[config.mk]
export PLATFORM = sky130hd
export DESIGN_NAME = spi_xfer_master
export DESIGN_NICKNAME = d
export VERILOG_FILES = /design/src/rtl/spi_xfer_pkg.sv /design/src/rtl/spi_xfer_fifo.sv /design/src/rtl/spi_xfer_timer.sv /design/src/rtl/spi_xfer_master.sv
export SDC_FILE = /design/constraint.sdc
export NUM_CORES = 2
export LEC_CHECK = 0
export BUFFER_PORTS_ARGS = -buffer_cell sky130_fd_sc_hd__buf_4
export CAP_MARGIN = 20
export CORE_MARGIN = 2
export CORE_UTILIZATION = 40
export DETAILED_ROUTE_END_ITERATION = 7
export PLACE_DENSITY = 0.67
export SLEW_MARGIN = 20
export SYNTH_ARGS = -nofsm -noshare
export SYNTH_HDL_FRONTEND = slang
export SYNTH_HIERARCHICAL = 1
export SYNTH_SLANG_ARGS = --single-unit
export TNS_END_PERCENT = 30
[constraint.sdc]
create_clock -name clk -period 8.1 [get_ports clk]
set_input_delay 1.62 -clock clk [delete_from_list [all_inputs] [get_ports clk]]
set_output_delay 1.62 -clock clk [all_outputs]
set_load 0.05 [all_outputs]
[src/rtl/spi_xfer_pkg.sv]
package spi_xfer_pkg;

    typedef enum logic [2:0] {
        ST_IDLE,
        ST_LOW,
        ST_HIGH,
        ST_PAUSE,
        ST_TAIL
    } xfer_state_t;

endpackage

[src/rtl/spi_xfer_fifo.sv]
module spi_xfer_fifo #(
    parameter int W     = 32,
    parameter int DEPTH = 64
) (
    input  logic         clk,
    input  logic         rst_n,
    input  logic         push,
    input  logic [W-1:0] push_data,
    input  logic         pop,
    output logic [W-1:0] head,
    output logic         empty,
    output logic         full,
    output logic         drop
);
    localparam int AW = (DEPTH > 1) ? $clog2(DEPTH) : 1;
    localparam int CW = $clog2(DEPTH + 1);

    logic [W-1:0]  mem [DEPTH];
    logic [AW-1:0] wp, rp;
    logic [CW-1:0] count;
    logic          do_push, do_pop;

    assign empty   = (count == '0);
    assign full    = (count == CW'(DEPTH));
    assign do_push = push && !full;
    assign do_pop  = pop && !empty;
    assign drop    = push && full;
    assign head    = mem[rp];

    always_ff @(posedge clk) begin
        if (do_push) begin
            mem[wp] <= push_data;
        end
    end

    always_ff @(posedge clk or negedge rst_n) begin
        if (!rst_n) begin
            wp    <= '0;
            rp    <= '0;
            count <= '0;
        end else begin
            if (do_push) begin
                wp <= (wp == AW'(DEPTH - 1)) ? '0 : wp + AW'(1);
            end
            if (do_pop) begin
                rp <= (rp == AW'(DEPTH - 1)) ? '0 : rp + AW'(1);
            end
            unique case ({do_push, do_pop})
                2'b10:   count <= count + CW'(1);
                2'b01:   count <= count - CW'(1);
                default: count <= count;
            endcase
        end
    end
endmodule

[src/rtl/spi_xfer_timer.sv]
module spi_xfer_timer #(
    parameter int CW = 9
) (
    input  logic          clk,
    input  logic          rst_n,
    input  logic          run,
    input  logic [CW-1:0] limit,
    output logic          hit
);
    logic [CW-1:0] cnt;

    assign hit = run && (cnt == limit);

    always_ff @(posedge clk or negedge rst_n) begin
        if (!rst_n) begin
            cnt <= '0;
        end else if (!run || hit) begin
            cnt <= '0;
        end else begin
            cnt <= cnt + CW'(1);
        end
    end
endmodule

[src/rtl/spi_xfer_master.sv]
module spi_xfer_master
    import spi_xfer_pkg::*;
#(
    parameter int WORD_W = 32,
    parameter int DEPTH  = 64,
    parameter int LEN_W  = 12,
    parameter int DIV_W  = 8
) (
    input  logic              clk,
    input  logic              rst_n,
    input  logic              len_we,
    input  logic [LEN_W-1:0]  len_m1,
    input  logic [DIV_W-1:0]  half_div,
    input  logic              xch_set,
    output logic              xch,
    input  logic              push_valid,
    input  logic [WORD_W-1:0] push_data,
    output logic              fifo_full,
    output logic              overflow,
    output logic              sclk,
    output logic              mosi,
    input  logic              miso,
    output logic              cs_n,
    output logic              rx_valid,
    output logic [WORD_W-1:0] rx_data
);
    localparam int BC_W = LEN_W + 1;
    localparam int WB_W = $clog2(WORD_W + 1);
    localparam int TM_W = DIV_W + 1;

    xfer_state_t state, state_n;

    logic [WORD_W-1:0] q_head;
    logic              q_empty, q_full, q_drop, q_pop;

    logic [LEN_W-1:0]  len_r;
    logic [BC_W-1:0]   bits_left, bits_after;
    logic [WB_W-1:0]   wbits, load_bits;
    logic [WORD_W-1:0] shreg, load_word, rx_sh;

    logic [DIV_W-1:0]  half_eff;
    logic [TM_W-1:0]   tm_limit;
    logic              tm_run, tm_hit;

    logic lo_end, hi_end, word_end, burst_end;
    logic start_ok, new_burst, resume, cont, go_pause, load;

    spi_xfer_fifo #(.W(WORD_W), .DEPTH(DEPTH)) u_txq (
        .clk       (clk),
        .rst_n     (rst_n),
        .push      (push_valid),
        .push_data (push_data),
        .pop       (q_pop),
        .head      (q_head),
        .empty     (q_empty),
        .full      (q_full),
        .drop      (q_drop)
    );

    spi_xfer_timer #(.CW(TM_W)) u_phase (
        .clk   (clk),
        .rst_n (rst_n),
        .run   (tm_run),
        .limit (tm_limit),
        .hit   (tm_hit)
    );

    // phase timing
    assign half_eff = (half_div == '0) ? DIV_W'(1) : half_div;
    assign tm_run   = (state == ST_LOW) || (state == ST_HIGH) || (state == ST_TAIL);
    assign tm_limit = (state == ST_TAIL) ? ({half_eff, 1'b0} - TM_W'(1))
                                         : ({1'b0, half_eff} - TM_W'(1));

    // event decode
    assign lo_end    = (state == ST_LOW)  && tm_hit;
    assign hi_end    = (state == ST_HIGH) && tm_hit;
    assign word_end  = hi_end && (wbits == WB_W'(1));
    assign burst_end = word_end && (bits_left == BC_W'(1));
    assign start_ok  = !q_empty && (xch_set || xch);
    assign new_burst = (state == ST_IDLE)  && start_ok;
    assign resume    = (state == ST_PAUSE) && start_ok;
    assign cont      = word_end && !burst_end && !q_empty;
    assign go_pause  = word_end && !burst_end && q_empty;
    assign load      = new_burst || resume || cont;
    assign q_pop     = load;

    assign bits_after = new_burst ? (BC_W'(len_r) + BC_W'(1))
                      : (hi_end ? bits_left - BC_W'(1) : bits_left);
    assign load_bits  = (bits_after > BC_W'(WORD_W)) ? WB_W'(WORD_W)
                                                     : bits_after[WB_W-1:0];
    assign load_word  = q_head << (WB_W'(WORD_W) - load_bits);

    // state register
    always_ff @(posedge clk or negedge rst_n) begin
        if (!rst_n) begin
            state <= ST_IDLE;
        end else begin
            state <= state_n;
        end
    end

    // next state
    always_comb begin
        state_n = state;
        unique case (state)
            ST_IDLE:  if (new_burst) state_n = ST_LOW;
            ST_LOW:   if (tm_hit)    state_n = ST_HIGH;
            ST_HIGH: begin
                if (tm_hit) begin
                    if (burst_end)     state_n = ST_TAIL;
                    else if (go_pause) state_n = ST_PAUSE;
                    else               state_n = ST_LOW;
                end
            end
            ST_PAUSE: if (resume)    state_n = ST_LOW;
            ST_TAIL:  if (tm_hit)    state_n = ST_IDLE;
            default:                 state_n = ST_IDLE;
        endcase
    end

    // datapath registers
    always_ff @(posedge clk or negedge rst_n) begin
        if (!rst_n) begin
            len_r     <= '0;
            bits_left <= '0;
            wbits     <= '0;
            shreg     <= '0;
            rx_sh     <= '0;
            rx_valid  <= 1'b0;
            rx_data   <= '0;
            xch       <= 1'b0;
            overflow  <= 1'b0;
        end else begin
            if (len_we) begin
                len_r <= len_m1;
            end
            bits_left <= bits_after;
            if (load) begin
                shreg <= load_word;
                wbits <= load_bits;
                rx_sh <= '0;
            end else if (hi_end) begin
                shreg <= shreg << 1;
                wbits <= wbits - WB_W'(1);
            end
            if (lo_end) begin
                rx_sh <= {rx_sh[WORD_W-2:0], miso};
            end
            rx_valid <= word_end;
            if (word_end) begin
                rx_data <= rx_sh;
            end
            if (go_pause || (burst_end && q_empty)) begin
                xch <= 1'b0;
            end else if (load) begin
                xch <= 1'b1;
            end else if ((state == ST_TAIL) && xch_set && !q_empty) begin
                xch <= 1'b1;
            end
            if (q_drop) begin
                overflow <= 1'b1;
            end
        end
    end

    // outputs
    always_comb begin
        sclk      = (state == ST_HIGH);
        cs_n      = (state == ST_IDLE);
        mosi      = ((state == ST_LOW) || (state == ST_HIGH)) ? shreg[WORD_W-1] : 1'b0;
        fifo_full = q_full;
    end
endmodule

# --- Word level (Yosys, flattened, before mapping) ---
# Memories as Yosys holds them, arrays and structs flattened.
# Cells that the tools add are included.
word_totals:
  ff_bits: 161
  ramBits: 2048
  input_bits: 58
  n_memories: 1
classes:
  add_sub_neg: 11
  n_lt_le_gt_ge: 1
  n_eq_ne: 17
  shift: 1
  n_mux: 29
  reduce_logical: 36
mem_list:
  columns: ["name", "words", "width", "read_ports", "rd_ports_with_merged_regs", "wr", "line", "rtl"]
  rows:
  - ["u_txq.mem", 64, 32, 1, 0, 1, "spi_xfer_fifo.sv:18", "logic [W-1:0] mem [DEPTH];"]
op_table:
  columns: ["cell", "n"]
  rows:
  - ["two-way mux 32 bit", 4]
  - ["left shift 32 x 6 -> 32 bit", 1]
  - ["two-way mux 6 bit", 5]
  - ["two-way mux 13 bit", 2]
  - ["two-way mux 3 bit", 6]
  - ["two-way mux 9 bit", 2]
  - ["logical AND 1 bit", 17]
  - ["one-hot mux 3 bit (5 select lines)", 1]
  - ["one-hot mux 7 bit (2 select lines)", 1]
  - ["adder 12 x 1 -> 13 bit, second input constant", 1]
  - ["== test 13 x 1 -> 1 bit, second input constant", 1]
  - ["greater-than comparator 13 x 6 -> 1 bit, second input constant", 1]
  - ["subtractor 13 x 1 -> 13 bit, second input constant", 1]
  - ["adder 6 x 1 -> 6 bit, second input constant", 2]
  - ["== test 6 bit, second input constant", 2]
  - ["adder 9 x 1 -> 9 bit, second input constant", 1]
  - ["== test 9 bit", 1]
  - ["subtractor 8 x 1 -> 9 bit, second input constant", 1]
  - ["subtractor 9 x 1 -> 9 bit, second input constant", 1]
  - ["zero test 8 bit", 1]
  - ["two-way mux 8 bit", 1]
  - ["adder 7 x 1 -> 7 bit, second input constant", 1]
  - ["== test 7 bit, second input constant", 1]
  - ["zero test 7 bit", 1]
  - ["19 further kinds", 39]

# --- Depth between registers and ports, before layout ---
depth:
  ltp_word: 16
  ltp_mapped: 33
  mapped_depth_nobuf: 29

# --- By module ---
# Netlist, hierarchy kept.
by_module_without_submodules:
  columns: ["module", "n_inst", "cells_each", "area_each_um2"]
  rows:
  - ["spi_xfer_fifo", 1, 3490, 78939.5]
  - ["spi_xfer_master", 1, 879, 8162.8]
  - ["spi_xfer_timer", 1, 52, 516.7]

# --- Least setup slack after synthesis ---
# Ideal clock, no wire load.
synth_path:
  path_kind: "in2reg"
  start: "input port half_div[6]"
  end: "register shreg[30]"
  setup_time_ps: 122
  arrival_time_ps: 8377
  required_ps: 7978
  setup_slack_ps: -399
  cell_stages: 28
  n_path_buf: 6
  cell_sequence: "buf_2 -> nor4_1 -> a21oi_1 -> ha_1 -> nor3b_1 -> nand2_1 -> o41ai_1 -> xnor2_1 -> nand4_1 -> nor4_1 -> and2_1 -> and4bb_2 -> clkbuf_1 -> mux2i_1 -> mux2i_1 -> nor4_4 -> o21ai_2 -> nor3_4 -> inv_6 -> buf_6 -> ha_1 -> clkbuf_1 -> buf_1 -> clkbuf_1 -> mux4_2 -> mux4_2 -> a21oi_1 -> o21ai_1"
synth_via:
  elab_chain_cells: 14
  word_cells_on_any_way: 22
  cone_classes: "add/sub: 3; order compare: 1; eq/ne: 1; shift: 1; mux: 6; reduce/logical: 10"
synth_rtl:
  columns: ["element", "line", "rtl"]
  rows:
  - ["start: declaration", "spi_xfer_master.sv:13", "input logic [DIV_W-1:0] half_div,"]
  - ["zero test 8 bit", "spi_xfer_master.sv:69", "assign half_eff = (half_div == '0) ? DIV_W'(1) : half_div;"]
  - ["two-way mux 8 bit (*)", "spi_xfer_master.sv:69", null]
  - ["subtractor 9 x 1 -> 9 bit or subtractor 8 x 1 -> 9 bit (tied branches)", "spi_xfer_master.sv:71, spi_xfer_master.sv:72", null]
  - ["two-way mux 9 bit (*)", "spi_xfer_master.sv:71", "assign tm_limit = (state == ST_TAIL) ? ({half_eff, 1'b0} - TM_W'(1))"]
  - ["net tm_limit[8]", "spi_xfer_master.sv:42", "logic [TM_W-1:0] tm_limit;"]
  - ["== test 9 bit (*)", "spi_xfer_timer.sv:12", "assign hit = run && (cnt == limit);"]
  - ["logical AND 1 bit (*)", "spi_xfer_timer.sv:12", null]
  - ["net tm_hit", "spi_xfer_master.sv:43", "logic tm_run, tm_hit;"]
  - ["logical AND 1 bit (*)", "spi_xfer_master.sv:76", "assign hi_end = (state == ST_HIGH) && tm_hit;"]
  - ["two-way mux 13 bit or logical AND 1 bit (tied branches)", "spi_xfer_master.sv:88, spi_xfer_master.sv:77", null]
  - ["two-way mux 13 bit or logical AND 1 bit (tied branches)", "spi_xfer_master.sv:87, spi_xfer_master.sv:78", null]
  - ["greater-than comparator 13 x 6 -> 1 bit or zero test 1 bit (tied branches)", "spi_xfer_master.sv:89, spi_xfer_master.sv:82", null]
  - ["two-way mux 6 bit or logical AND 1 bit (tied branches)", "spi_xfer_master.sv:89, spi_xfer_master.sv:82", null]
  - ["subtractor 6 bit or logical AND 1 bit (tied branches)", "spi_xfer_master.sv:91, spi_xfer_master.sv:82", null]
  - ["left shift 32 x 6 -> 32 bit or logical OR 1 bit (tied branches)", "spi_xfer_master.sv:91, spi_xfer_master.sv:84", null]
  - ["two-way mux 32 bit or nonzero test 2 bit (tied branches)", null, null]
  - ["end signal: assignment", "spi_xfer_master.sv:139", "shreg <= load_word;"]
  - ["end signal: assignment", "spi_xfer_master.sv:143", "shreg <= shreg << 1;"]
  - ["end: declaration", "spi_xfer_master.sv:39", "logic [WORD_W-1:0] shreg, load_word, rx_sh;"]
# Mark *: on every way through the listed nets, which the timed path passes. The rest lies on a longest branch.
# A chain may end at the register's enable or synchronous reset.

# --- Final worst setup path ---
layout_path:
  start: "input port half_div[4]"
  end: "register u_txq.count[5]"
layout_via:
  elab_chain_cells: 16
  word_cells_on_any_way: 19
  cone_classes: "add/sub: 2; eq/ne: 3; mux: 3; reduce/logical: 11"
layout_rtl:
  columns: ["element", "line", "rtl"]
  rows:
  - ["zero test 8 bit", "spi_xfer_master.sv:69", null]
  - ["two-way mux 8 bit (*)", "spi_xfer_master.sv:69", null]
  - ["subtractor 9 x 1 -> 9 bit or subtractor 8 x 1 -> 9 bit (tied branches)", "spi_xfer_master.sv:71, spi_xfer_master.sv:72", null]
  - ["two-way mux 9 bit (*)", "spi_xfer_master.sv:71", null]
  - ["net tm_limit[7]", "spi_xfer_master.sv:42", null]
  - ["== test 9 bit (*)", "spi_xfer_timer.sv:12", null]
  - ["logical AND 1 bit (*)", "spi_xfer_timer.sv:12", null]
  - ["net tm_hit", "spi_xfer_master.sv:43", null]
  - ["[2 not listed]", null, null]
  - ["logical AND 1 bit", "spi_xfer_master.sv:78", "assign burst_end = word_end && (bits_left == BC_W'(1));"]
  - ["zero test 1 bit", "spi_xfer_master.sv:82", "assign cont = word_end && !burst_end && !q_empty;"]
  - ["logical AND 1 bit (*) (2 in a row)", "spi_xfer_master.sv:82", null]
  - ["logical OR 1 bit (*)", "spi_xfer_master.sv:84", "assign load = new_burst || resume || cont;"]
  - ["logical AND 1 bit (*)", "spi_xfer_fifo.sv:26", "assign do_pop = pop && !empty;"]
  - ["net u_txq.do_pop", "spi_xfer_fifo.sv:21", "logic do_push, do_pop;"]
  - ["== test 2 x 1 -> 1 bit or == test 2 bit (tied branches)", "spi_xfer_fifo.sv:48", "unique case ({do_push, do_pop})"]
  - ["one-hot mux 7 bit (2 select lines) or nonzero test 2 bit (tied branches)", null, null]
  - ["end signal: assignment", "spi_xfer_fifo.sv:49", "2'b10: count <= count + CW'(1);"]
  - ["end signal: assignment", "spi_xfer_fifo.sv:50", "2'b01: count <= count - CW'(1);"]
  - ["end signal: assignment", "spi_xfer_fifo.sv:51", "default: count <= count;"]
  - ["end: declaration", "spi_xfer_fifo.sv:20", "logic [CW-1:0] count;"]
# Marks and branches as above.

==> impl_results.md <==
- Area share of fa/ha/maj cells after synthesis: less than 1%
- Avg Cell Area, Syn: 19.8 um2
- Layout cells sized above 1: 24.7%
- CP Max Fanout: 37
- Die Ht: approximately 470 um
- Placed Cells: 7270
- Peak VDD IR: approximately 0.00024 V
- Critical path's top delay family: simple AND/OR/NAND/NOR gates
- Final cell count without fillers: 7663
- Horiz. Die Dim: 472 um
- Setup TNS: 0 ps
- Final Power: roughly 34 mW
- Final wirelength: 221000 um
- Vias in the first global route: 44800
- Worst-Margin Slew: 1160 ps
- CTS tree: yes
- Drt drc: 0
- Power density over cell area: roughly 340 nW/um2
- First-pass iteration count of the detailed router: 6
- Via density: 5.87
- Worst Hold Path EP: rx_data[1]
- Hold/Removal Path Class: register to register
- Tot GR Track Use: 19.6%
- Starting Density: 40.3%
- Post-synth ARST share: 7.29%
- XOR/XNOR Fraction of Synth Area: 0.490%
- Worst r2r path cells: 28
- Largest net degree at the start of global routing: 96
- P_leak: 31.7 nW
- Via count: around 45000
- Initial antenna violation count: 20
- Fin. Hold Viols: 0
- Clk pin slew, worst setup/hold paths: 60 ps
- Synthesized flop and latch total: 2209
- RSZ-0062 raised after global routing: false
- Longest Clk Path Bufs: 3
- Mapped Cells: 4421
- Clk_skew: 87.9 ps
- CTS Buf Count: about 210
- Finish-stage setup viols: 0
- Final period util: 87.5%
- Remaining global-route overflow: 0
- Startpoint types: primary input
- Post-cts repair resize count: 0
- Status: complete, no violations
- Worst hold start: rx_data[1]
- # clock sinks: 2209
- Clock root cell: clkbuf_16
- Setup Buffers After CTS: 0
- Highest cell delay on the worst timing path: 450 ps
- CP max stage cell: or3b_2
- Post-Syn Nets: 4497
- EDFF count, synth: a little over 2000
- Largest family of logic cells by synthesized area: multiplexers
- Row count: 171
- Input/output buffers: 96
- Total I/O pin count: 97
- Top FF cell, synth: edfxtp_1
- Clk_lat worst skew: 880 ps
- Minimum clock period: 7090 ps
- Worst R2R Start: state[0]
- Synth Area in Compound Gates: 4.16%
- Register area share after synthesis: 74.8%
- Final slew viol count: 0
- Synthesis Warnings: 6
- Critical path type: primary input to register
- Worst reg2reg setup slack: 1860 ps
- Syn-to-layout area delta: 13.3%
- DR iter-0 viols: 5204
- GPL Wtd Cong: 0.855
- Synth Area in Simple Gates: 3.50%
- Data arrival, critical path: 7750 ps
- CP Buf/Inv Count: 7
- Endpoint class of the critical path: register
- Post-synthesis mux area share: between 15 and 20%
- Post-route antenna net violation count: 0
- H-Tree Depth: 4
- Number of fillers in the final layout: 18100
- Netlist cell types: 90
- DP HPWL: 126000 um
- Nets: 4703
- Post-DR wirelength/cell: around 29 um
- F_max: 141 MHz
- Slew HR: 22.6%
- Max Cap Violations: 0
- Netlist Area Pre-Place: roughly 88000 um2
- Worst flop-to-flop path endpoint: u_txq/count[5]
- Hold Buf Count CTS: 0
- Core Region: between 200000 and 250000 um2
- Hold depth: 2
- First-pass GRT wire length: 319000 um
- Die area: 223000 um2
- WP data required: 8760 ps
-- worst register-to-register path, delay by kind of cell (launching register included) --
| kind | cells | cell delay [ps] |
|---|---|---|
| flops | 1 | 530 |
| xor+xnor | 1 | 160 |
| simple gates | 12 | 2540 |
| buf+inv | 6 | 880 |
| fa+ha+maj | 2 | 600 |
| compound gates | 7 | 1390 |
-- state kept, by name, indices dropped and copies added (netlist names) --
name,cells
u_txq/mem,2048
rx_data,32
rx_sh,32
shreg,32
bits_left,13
len_r,12
u_phase/cnt,9
u_txq/count,7
u_txq/rp,6
u_txq/wp,6
wbits,6
state,3
overflow,1
rx_valid,1
xch,1
-- cells in the final DEF (no fill, tap or decap), drive strengths merged, types with 16 or more instances in the layout --
cell    count
mux2i     163
bufinv     16
nand2     285
a22oi      36
inv        32
clkinv     89
o22ai      70
clkbuf    268
xor2       17
or3        23
dfrtp     161
ha         17
xnor2      32
buf       247
a221oi     31
a22o       34
nand3      39
or2        23
a211oi     54
nand4      27
nor4       17
mux2       17
o221ai     20
nor2      138
mux4      512
o21ai     122
edfxtp   2048
nor3       42
a21oi      50
o211ai     24
-- how the worst max path moves through the flow --
stage | cells after the start | from | slack [ps] | to
after detailed placement | 31 | half_div[4] | 250 | u_txq/count[5]
final | 31 | half_div[4] | 1010 | u_txq/count[5]
after global routing | 31 | half_div[4] | 470 | u_txq/count[5]
after CTS | 31 | half_div[4] | 1040 | u_txq/count[5]
after global placement | 25 | half_div[4] | 80 | shreg[21]
after floorplan | 29 | half_div[6] | 90 | shreg[28]
-- Yosys cell counts (19+ instances only) --
master    instances  area share, %
a211oi_1         54           0.46
a21oi_1          50           0.29
a221oi_1         22           0.22
a22o_1           34           0.34
a22oi_1          36           0.31
buf_1            35           0.15
buf_2            73           0.42
clkbuf_1        116           0.50
dfrtp_1         161            4.6
edfxtp_1       2048             70
inv_1            23          0.099
mux2i_1         162            1.9
mux4_2          510             13
nand2_1         284            1.2
nand3_1          39           0.22
nand4_1          27           0.19
nor2_1          136           0.58
nor3_1           40           0.23
o211ai_1         24           0.21
o21ai_0         102           0.58
o21ai_1          19           0.11
o221ai_1         20           0.20
o22ai_1          70           0.50
or3_1            21           0.15
xnor2_1          32           0.32
-- routing by layer --
metal	share of wire, %	wire length [um]	up-vias	global-route usage (%)
met2	48	107000	1981	31.6
li1	-	-	18700	-
met5	0.015	32	-	0
met1	40	87900	24000	26.8
met3	8.9	19600	320	4.25
met4	3.0	6600	6	6.17
-- layout make-up --
class                   count  area (um2)  share of cell area [%]
clock inverters           119        1320                    1.33
inverters                  28         115                   0.116
clock buffers             268        5470                    5.51
well taps                2854        3570                    3.60
diodes                      6        15.0                  0.0151
repair buffers            247        1970                    1.99
flip-flops and latches   2209       65500                    66.0
multi-input cells        1932       21300                    21.4
-- power breakdown --
group	leakage, nW	internal, mW	switching [mW]
Combinational	7.97	4.32	6.58
Sequential	20.5	13.0	0.463
Clock	3.26	5.34	4.32
-- kinds of logic after synthesis --
family	Yosys count
flops	2209
mux	692
simple gates	652
compound gates	521
buf+inv	280
xor+xnor	49
fa+ha+maj	18
-- stage by stage --
step           worst slack, ps  hold slack (ps)  cell area [um2]  util, %
4_1_cts                   1040              481            99300     45.7
3_3_place_gp              81.8              458            92500     42.5
6_report                  1010              475            99300     45.7
2_1_floorplan             89.5              439            87600        -
3_5_place_dp               248              467            92500     42.5
5_1_grt                    471              497            99300     45.7
Note: power is estimated with default switching activity, not from simulation.
